<file path="src/rtl/tmr_ecc_pkg.sv">
package tmr_ecc_pkg;

  // strobes from control to datapath
  typedef struct packed {
    logic userWr;   // user write this cycle
    logic memRd;    // fetch codewords (user or walker)
    logic scrubSel; // address comes from walker pointer
    logic scrubWb;  // walker write-back of voted word
    logic rdFlag;   // flags belong to a user read
  } ctlStrobe_t;

  // number of Hamming check bits for dw data bits
  function automatic int parityBits(input int dw);
    int p;
    p = 1;
    while ((1 << p) < dw + p + 1) p++;
    return p;
  endfunction

endpackage

</file>
<file path="src/rtl/secded_enc.sv">
module secded_enc #(
  parameter int DW = 8,
  localparam int PB = tmr_ecc_pkg::parityBits(DW),
  localparam int NH = DW + PB,
  localparam int CW = NH + 1
) (
  input  logic [DW-1:0] dataIn,
  output logic [CW-1:0] codeOut
);

  always_comb begin
    int j;
    logic par;
    codeOut = '0;
    j = 0;
    for (int i = 1; i <= NH; i++) begin
      if ((i & (i - 1)) != 0) begin
        codeOut[i] = dataIn[j];
        j++;
      end
    end
    for (int p = 0; p < PB; p++) begin
      par = 1'b0;
      for (int i = 1; i <= NH; i++) begin
        if (i[p] && (i != (1 << p))) par = par ^ codeOut[i];
      end
      codeOut[1 << p] = par;
    end
    codeOut[0] = ^codeOut[NH:1];
  end

endmodule

</file>
<file path="src/rtl/secded_dec.sv">
module secded_dec #(
  parameter int DW = 8,
  localparam int PB = tmr_ecc_pkg::parityBits(DW),
  localparam int NH = DW + PB,
  localparam int CW = NH + 1
) (
  input  logic [CW-1:0] codeIn,
  output logic [DW-1:0] dataOut,
  output logic          sglErr,
  output logic          dblErr
);

  logic [PB-1:0] syn;
  logic          allPar;
  logic [CW-1:0] fixedWord;

  always_comb begin
    syn = '0;
    for (int i = 1; i <= NH; i++) begin
      for (int p = 0; p < PB; p++) begin
        if (i[p]) syn[p] = syn[p] ^ codeIn[i];
      end
    end
    allPar = ^codeIn;
  end

  always_comb begin
    int j;
    fixedWord = codeIn;
    sglErr = allPar;
    dblErr = !allPar && (syn != '0);
    if (allPar && (syn != '0) && (int'(syn) <= NH)) fixedWord[syn] = ~codeIn[syn];
    dataOut = '0;
    j = 0;
    for (int i = 1; i <= NH; i++) begin
      if ((i & (i - 1)) != 0) begin
        dataOut[j] = fixedWord[i];
        j++;
      end
    end
  end

endmodule

</file>
<file path="src/rtl/tmr_ecc_ctrl.sv">
module tmr_ecc_ctrl
  import tmr_ecc_pkg::*;
#(
  parameter int AW = 4
) (
  input  logic          clk,
  input  logic          rstN,
  input  logic          wrEn,
  input  logic          rdEn,
  input  logic          scrubEn,
  output ctlStrobe_t    strobe,
  output logic [AW-1:0] scrubAddr
);

  logic          userAct;
  logic          scrubRd;
  logic          scrubWb;
  logic          pendQ;
  logic          rdFlagQ;
  logic [AW-1:0] ptrQ;

  assign userAct = wrEn | rdEn;
  assign scrubRd = scrubEn & !userAct & !pendQ;
  assign scrubWb = pendQ & !userAct;

  always_ff @(posedge clk or negedge rstN) begin
    if (!rstN) begin
      pendQ   <= 1'b0;
      rdFlagQ <= 1'b0;
      ptrQ    <= '0;
    end else begin
      pendQ   <= scrubRd;
      rdFlagQ <= rdEn & !wrEn;
      if (scrubWb) ptrQ <= ptrQ + 1'b1;
    end
  end

  always_comb begin
    strobe.userWr   = wrEn;
    strobe.memRd    = (rdEn & !wrEn) | scrubRd;
    strobe.scrubSel = scrubRd | scrubWb;
    strobe.scrubWb  = scrubWb;
    strobe.rdFlag   = rdFlagQ;
  end

  assign scrubAddr = ptrQ;

  // the walker stays silent while the user port is active
  p_user_priority_r9: assert property (@(posedge clk) disable iff (!rstN)
    (wrEn || rdEn) |-> !strobe.scrubSel);

  // a write-back is always preceded by a walker read
  p_wb_after_rd_r8: assert property (@(posedge clk) disable iff (!rstN)
    strobe.scrubWb |-> $past(strobe.scrubSel && !strobe.scrubWb));

  // pointer steps by one after each write-back, wrapping naturally
  p_ptr_step_r8: assert property (@(posedge clk) disable iff (!rstN)
    strobe.scrubWb |=> (scrubAddr == $past(scrubAddr) + 1'b1));

  // pointer holds while scrubbing is off and nothing is pending
  p_ptr_hold_r10: assert property (@(posedge clk) disable iff (!rstN)
    (!scrubEn && !pendQ) |=> $stable(scrubAddr));

endmodule

</file>
<file path="src/rtl/tmr_ecc_dp.sv">
module tmr_ecc_dp
  import tmr_ecc_pkg::*;
#(
  parameter int DW = 8,
  parameter int AW = 4,
  localparam int PB    = parityBits(DW),
  localparam int CW    = DW + PB + 1,
  localparam int DEPTH = 1 << AW,
  localparam int NCOPY = 3
) (
  input  logic          clk,
  input  logic          rstN,
  input  ctlStrobe_t    strobe,
  input  logic [AW-1:0] addr,
  input  logic [AW-1:0] scrubAddr,
  input  logic [DW-1:0] wrData,
  output logic [DW-1:0] rdData,
  output logic          corrErr,
  output logic          uncErr
);

  logic [CW-1:0] ramArr [NCOPY][DEPTH];
  logic [CW-1:0] rdWord [NCOPY];
  logic [DW-1:0] decData [NCOPY];
  logic [NCOPY-1:0] sgl;
  logic [NCOPY-1:0] dbl;

  logic [AW-1:0] memAddr;
  logic [DW-1:0] encIn;
  logic [CW-1:0] encWord;
  logic [DW-1:0] voted;
  logic          memWe;
  logic          uncNow;
  logic          mismatch;

  assign memAddr = strobe.scrubSel ? scrubAddr : addr;
  assign encIn   = strobe.scrubWb ? voted : wrData;
  assign memWe   = strobe.userWr | (strobe.scrubWb & !uncNow);

  secded_enc #(.DW(DW)) uEnc (.dataIn(encIn), .codeOut(encWord));

  always_ff @(posedge clk) begin
    if (memWe) begin
      for (int c = 0; c < NCOPY; c++) ramArr[c][memAddr] <= encWord;
    end
  end

  always_ff @(posedge clk or negedge rstN) begin
    if (!rstN) begin
      for (int c = 0; c < NCOPY; c++) rdWord[c] <= '0;
    end else if (strobe.memRd) begin
      for (int c = 0; c < NCOPY; c++) rdWord[c] <= ramArr[c][memAddr];
    end
  end

  for (genvar g = 0; g < NCOPY; g++) begin : gDec
    secded_dec #(.DW(DW)) uDec (
      .codeIn (rdWord[g]),
      .dataOut(decData[g]),
      .sglErr (sgl[g]),
      .dblErr (dbl[g])
    );
  end

  assign voted    = (decData[0] & decData[1]) | (decData[0] & decData[2]) |
                    (decData[1] & decData[2]);
  assign uncNow   = (dbl[0] & dbl[1]) | (dbl[0] & dbl[2]) | (dbl[1] & dbl[2]);
  assign mismatch = (rdWord[0] != rdWord[1]) || (rdWord[0] != rdWord[2]);

  assign rdData  = voted;
  assign corrErr = strobe.rdFlag & ((|sgl) | mismatch);
  assign uncErr  = strobe.rdFlag & uncNow;

  // flags only belong to a user read
  p_flags_gated_r7: assert property (@(posedge clk) disable iff (!rstN)
    (corrErr || uncErr) |-> strobe.rdFlag);

  // identical, fault-free copies raise no flag
  p_clean_quiet_r3: assert property (@(posedge clk) disable iff (!rstN)
    (!mismatch && (sgl == '0) && (dbl == '0)) |-> (!corrErr && !uncErr));

  // an uncorrectable word is never written back by the walker
  p_no_bad_wb_r11: assert property (@(posedge clk) disable iff (!rstN)
    (strobe.scrubWb && (($countones(dbl)) >= 2)) |-> (memWe == strobe.userWr));

endmodule

</file>
<file path="src/rtl/tmr_ecc_mem.sv">
module tmr_ecc_mem
  import tmr_ecc_pkg::*;
#(
  parameter int DW = 8,
  parameter int AW = 4
) (
  input  logic          clk,
  input  logic          rstN,
  input  logic [AW-1:0] addr,
  input  logic [DW-1:0] wrData,
  input  logic          wrEn,
  input  logic          rdEn,
  input  logic          scrubEn,
  output logic [DW-1:0] rdData,
  output logic          corrErr,
  output logic          uncErr
);

  ctlStrobe_t    strobe;
  logic [AW-1:0] scrubAddr;

  tmr_ecc_ctrl #(.AW(AW)) uCtl (
    .clk      (clk),
    .rstN     (rstN),
    .wrEn     (wrEn),
    .rdEn     (rdEn),
    .scrubEn  (scrubEn),
    .strobe   (strobe),
    .scrubAddr(scrubAddr)
  );

  tmr_ecc_dp #(.DW(DW), .AW(AW)) uDp (
    .clk      (clk),
    .rstN     (rstN),
    .strobe   (strobe),
    .addr     (addr),
    .scrubAddr(scrubAddr),
    .wrData   (wrData),
    .rdData   (rdData),
    .corrErr  (corrErr),
    .uncErr   (uncErr)
  );

  // a flag rises only in the cycle after a read that was not a write
  p_flag_after_read_r7: assert property (@(posedge clk) disable iff (!rstN)
    (corrErr || uncErr) |-> $past(rdEn && !wrEn));

endmodule

</file>
<file path="config.mk">
export PLATFORM = sky130hd
export DESIGN_NAME = tmr_ecc_mem
export DESIGN_NICKNAME = d
export VERILOG_FILES = /design/src/rtl/tmr_ecc_pkg.sv /design/src/rtl/secded_enc.sv /design/src/rtl/secded_dec.sv /design/src/rtl/tmr_ecc_ctrl.sv /design/src/rtl/tmr_ecc_dp.sv /design/src/rtl/tmr_ecc_mem.sv
export SDC_FILE = /design/constraint.sdc
export NUM_CORES = 1
export LEC_CHECK = 0
export ABC_AREA = 1
export BUFFER_PORTS_ARGS = -buffer_cell sky130_fd_sc_hd__buf_4
export CORE_ASPECT_RATIO = 1.25
export CORE_UTILIZATION = 45
export CTS_CLUSTER_DIAMETER = 50
export DETAILED_ROUTE_END_ITERATION = 6
export PLACE_DENSITY = 0.68
export SYNTH_ARGS = -nofsm -noshare
export SYNTH_HDL_FRONTEND = slang
export SYNTH_HIERARCHICAL = 1
export SYNTH_SLANG_ARGS = --single-unit
</file>
<file path="constraint.sdc">
create_clock -name clk -period 7 [get_ports clk]
set_input_delay 0.7 -clock clk [delete_from_list [all_inputs] [get_ports clk]]
set_output_delay 0.7 -clock clk [all_outputs]
set_load 0.005 [all_outputs]
</file>
== Word level (Yosys, flattened, before mapping) ==
Memory sizes are Yosys's and may differ from the RTL's.
Cells that the tools add are included.

* Output and inout bits: 10
* RAM bits: 624
* Memories kept: 1
* Logic and storage cells: 177
* Flip-flop bits (word level): 45

* Add/sub/neg operators: 1
* Equal/unequal tests: 2
* Reductions and logical operators: 29
* Order comparisons: 11
* Muxes and demuxes: 33
* Bitwise operators: 94

{| class="wikitable"
|+ Memories
! name !! words !! width !! read ports !! clocked after memory_dff !! wr ports !! RTL line !! RTL
|-
| uDp.ramArr || 3 || 208 || 3 || 0 || 3 || tmr_ecc_dp.sv:22 || <nowiki>logic [CW-1:0] ramArr [NCOPY][DEPTH];</nowiki>
|}

{| class="wikitable"
|+ Operator list
! operator !! number
|-
| $mux 208 || 1
|-
| $bmux 13 s4 || 3
|-
| $mux 13 || 10
|-
| $xor 1x1->1 || 68
|-
| $demux 13 s4 || 1
|-
| $bwmux 13 || 3
|-
| $reduce_xor 13->1 || 3
|-
| $ne 13x13->1 || 2
|-
| $and 8x8->8 || 3
|-
| $or 8x8->8 || 2
|-
| $lt 4x5->1 const B || 3
|-
| $logic_and 1x1->1 || 13
|-
| $bmux 1 s4 || 3
|-
| $demux 1 s4 || 3
|-
| $ge 4x1->1 const B || 3
|-
| $le 4x4->1 const B || 3
|-
| $reduce_bool 4->1 || 3
|-
| $reduce_xor 12->1 || 1
|-
| $and 1x1->1 || 10
|-
| $mux 8 || 1
|-
| $logic_not 1->1 || 7
|-
| $mux 1 || 7
|-
| $or 1x1->1 || 7
|-
| $ge 5x5->1 const B || 1
|-
| 7 further kinds || 9
|}

== Longest topological paths before layout ==
* Depth in word-level cells: 20
* Depth in mapped cells: 31
* Depth with buffers taken out: 31

== By module ==
The synthesis kept the hierarchy.

{| class="wikitable"
|+ By module, submodules not included
! module !! times used !! cells each !! area an instance (µm²) !! sequential area each (µm²)
|-
| tmr_ecc_dp || 1 || 905 || 9551.7 || 6571.3
|-
| secded_dec (uDp.gDec[0].uDec ...) || 2 || 172 || 855.8 || 0.0
|-
| secded_dec (uDp.gDec[2].uDec) || 1 || 176 || 884.6 || 0.0
|-
| tmr_ecc_ctrl || 1 || 34 || 312.8 || 150.1
|-
| secded_enc || 1 || 49 || 286.5 || 0.0
|}

== Worst setup path before layout ==
Ideal clock, no wire load.

* Kind: reg2reg
* From: reg uDp/rdWord[11] in the netlist's numbering
* To: mem uDp/ramArr[0][416] in the netlist's numbering (data pin)
* Path slack: 3.340 ns
* Arrival: 3.464 ns
* Stages on the path, launching flop included: 23
* Cell sequence: dfrtp_1 -> nor2_1 -> nor2_2 -> nand3_1 -> nand2_4 -> inv_2 -> nor2_2 -> nand2_4 -> nand2_4 -> nor2_8 -> nand3_2 -> and2_0 -> nor2_1 -> maj3_1 -> mux2_2 -> nand2_1 -> nand2_2 -> nand3b_1 -> nand2_2 -> inv_1 -> nand3_1 -> nand2_1 -> inv_1

{| class="wikitable"
|+ RTL lines
! what !! RTL line !! RTL
|-
| start, declared || tmr_ecc_dp.sv:23 || <nowiki>logic [CW-1:0] rdWord [NCOPY];</nowiki>
|-
| end, declared || tmr_ecc_dp.sv:22 ||
|}

==> results.md <==
- Outcome: finished with violations
- Failing checks: design-rule violations
- Worst hold path class: input port to asynchronous set/reset pin
- Top cells by count, synth: nand2_1 (625), edfxtp_1 (208), nand3_1 (169)
- Initial Util: 0.4596
- PortBufs: 26
- Syn Inst Count: about 1500
- Slew HR: 0.2387
- Dominant synthesized flop cell: edfxtp_1
- Final #Nets: 1532
- CP max stage delay: ~0.95 ns
- Ratio of cells with drive above 1 in the final layout: 0.1421
- Count leader, synth: nand2_1
- Final period utilization: 0.6846
- LEAKAGE: 6.090 nW
- Async SR Flop Fraction: 0.08370
- Placed Cells: 1836
- # setup viols final: 0
- CP arrival: 5.07 ns
- Syn Nets: between 1500 and 2000
- CP Class: register to register
- Detail Placement HPWL: 21170 microns
- Antenna Nets Post-Route: 0
- Final Critical Period: ~4.8 ns
- Row count: 68
- Number of synthesized flops with an enable pin: 208
- Avg Cell Area, Syn: about 8.5 sq um
- Via count: 10110
- Post-CTS Setup Inserts: 0
- Vias in the first global route: 9592
- Post-Syn Area: 12750 sq um
- Slew @ Worst Pin: ~1.1 ns
- Largest net degree at the start of global routing: 54
- Total wire length: about 34000 microns
- Total Routing Usage GR: 0.2350
- Synth warn: 6
- Sequential area share after synthesis: 0.5273
- CP most frequent cell: nand2_1
- R2R depth: 22
- Layout area overhead: 9.187%
- VDD IR max: 207.4 uV
- CTS Buf Count: 26
- Global route overflow: 0
- Drt via density: 5.365
- First-pass GRT wire length: approximately 53000 microns
- Setup TNS: 0 ns
- CP max-delay cell: dfrtp_1
- CTS tree: built
- Netlist cell types: 37
- F_max: approximately 0.21 GHz
- Power Dens Cells: 342.2 nW/um^2
- Iteration-0 DRC count of the detailed router: 842
- Crit path launch: uDp/rdWord[31]$_DFFE_PN0P_
- RR Endpoint: uDp/ramArr[0][494]$_DFFE_PP_
- Critical Path Sink Type: register
- CTS Buffer Depth: 3
- CP endpoint: uDp/ramArr[0][494]$_DFFE_PP_
- Share of the synthesized area in the top cell type: 0.4900
- Initial antenna violation count: 0
- DR WL/cell: 18.03 microns
- Unrepaired setup endpoints after global routing: false
- DRT Pass-1 Iters: 7
- Crit path required time: 7.28 ns
- Yosys reg bits: 227
- Critical-path cell list: xor2_1, nand2_1, nand2_1, nand2_1, nand2_1, nor2_2, nand3_1, nand2_2, nor3_4, nand2_1, nor2_1, nor2_1, maj3_1, mux2_2, nand2_1, nand2_2, nand3b_1, nand2_2, inv_1, nand3_1, nand2_1, inv_1
- Worst-path fanout max: 19
- Synth area leaders: edfxtp_1 (49%), nand2_1 (18%), nand3_1 (6.6%)
- Synth area leader: edfxtp_1
- Root buf cell: clkbuf_16
- Ports: 27
- Hold-fix buffers at CTS: 0
- Die Area: between 20000 and 30000 sq um
- Layout Cells excl Fill: 1884
- Clock-pin transition on the worst setup and hold timing paths: around 0.06 ns
- Ant diodes: 0
- RR Startpoint: uDp/rdWord[31]$_DFFE_PN0P_
- Skew final: 0.01510 ns
- Sink Count: 227
- Worst reg-to-reg setup slack: 2.21 ns
- Max-cap violations: 0
- Slew Limit Fails: 0
- CP Launch Type: register
- CTS resizes: 0
- Core ar.: 27740 sq um
- Residual DRC: 4
- Worst-skew pair later-pin latency: around 0.53 ns
- Die W: 152.5 microns
- Final RePlAce weighted congestion: 0.9398
- Hold Fails Final Rpt: 0
- H-tree depth: 1
- DIE HEIGHT: 190.2 microns
kinds of logic after synthesis:
family | count (synthesis) | share of synthesized area
AO/OA/AOI/OAI | 18 | 0.008245
XOR/XNOR | 27 | 0.01914
adder cells (fa/ha/maj) | 10 | 0.008049
buffers and inverters | 162 | 0.06213
flip-flops | 227 | 0.5273
multiplexers | 8 | 0.007067
AND/OR/NAND/NOR | 1056 | 0.3681
area by class of cell:
cell class | instances | area [sq um]
multi-input combinational | 1119 | 5270
clock inverter | 13 | 117.6
inverter | 99 | 379.1
timing repair buffer | 41 | 307.8
sequential | 227 | 6721
clock buffer | 35 | 684.4
tap | 350 | 437.9
fill | 2545 | 13820
stage by stage:
| stage | instance area (sq um) | hold WS (ns) | power (mW) | setup WS, ns | utilization |
|---|---|---|---|---|---|
| after global routing | 13920 | 0.05106 | 5.053 | 1.797 | 0.5018 |
| after detailed placement | 13120 | 0.5304 | 3.508 | 2.287 | 0.4729 |
| final | 13920 | 0.05058 | 4.762 | 2.208 | 0.5018 |
| after global placement | 13120 | 0.5093 | 3.470 | 2.339 | 0.4729 |
| after floorplan | 12750 | 0.4044 | 3.091 | 3.340 | - |
| after CTS | 13920 | 0.04331 | 4.768 | 2.255 | 0.5018 |
registers in the layout, indices dropped and copies added, names as in the netlist:
signal and flops:
uCtl/rdFlagQ 1, uCtl/scrubAddr 4, uCtl/pendQ 1, uDp/rdWord 13, uDp/ramArr 208
worst min-delay path by stage:
stage                                          endpoint  slack, ns  depth (start not counted)
after floorplan                    uCtl/pendQ$_DFF_PN0_       0.40                          0
after global placement             uCtl/pendQ$_DFF_PN0_       0.51                          1
after detailed placement  uCtl/scrubAddr[3]$_DFFE_PN0P_       0.53                          2
after CTS                 uCtl/scrubAddr[1]$_DFFE_PN0P_       0.04                          1
after global routing      uCtl/scrubAddr[3]$_DFFE_PN0P_       0.05                          1
final                     uCtl/scrubAddr[1]$_DFFE_PN0P_       0.05                          1
cell usage in the layout, fill, tap and decap left out, types with 11 or more instances in the layout:
| master | n |
|---|---|
| buf_4 | 41 |
| xor2_1 | 11 |
| nand2_4 | 15 |
| inv_1 | 75 |
| edfxtp_1 | 208 |
| clkbuf_16 | 26 |
| nor2_1 | 142 |
| nand3_2 | 15 |
| nand2_2 | 42 |
| nor2_2 | 23 |
| nand3_1 | 169 |
| nand2_1 | 625 |
| inv_2 | 20 |
| dfrtp_1 | 19 |
| xnor2_1 | 15 |
critical path: cells and delay by family, from the launching register on:
family / cells / cell delay [ns]
xor gates and xnor gates: 1 / 0.25
adders and majority gates: 1 / 0.37
buffers and inverters: 2 / 0.39
DFF: 1 / 0.95
muxes: 1 / 0.48
and+or+nand+nor: 17 / 2.09
where the power goes:
| part | total (mW) | internal, mW | switching (mW) |
|---|---|---|---|
| Sequential | 1.68 | 1.57 | 0.111 |
| Combinational | 1.81 | 0.569 | 1.24 |
| Clock | 1.26 | 0.731 | 0.534 |
metal layers:
layer / vias to the layer above / GRT usage / wire [microns]
met1: 4781 / 0.2986 / 13730
li1: 4892 / - / -
met4: 0 / 0.06876 / 765
met5: - / 0 / 0
met2: 383 / 0.4263 / 17250
met3: 52 / 0.02096 / 2230
(Power assumes the default switching activity.)
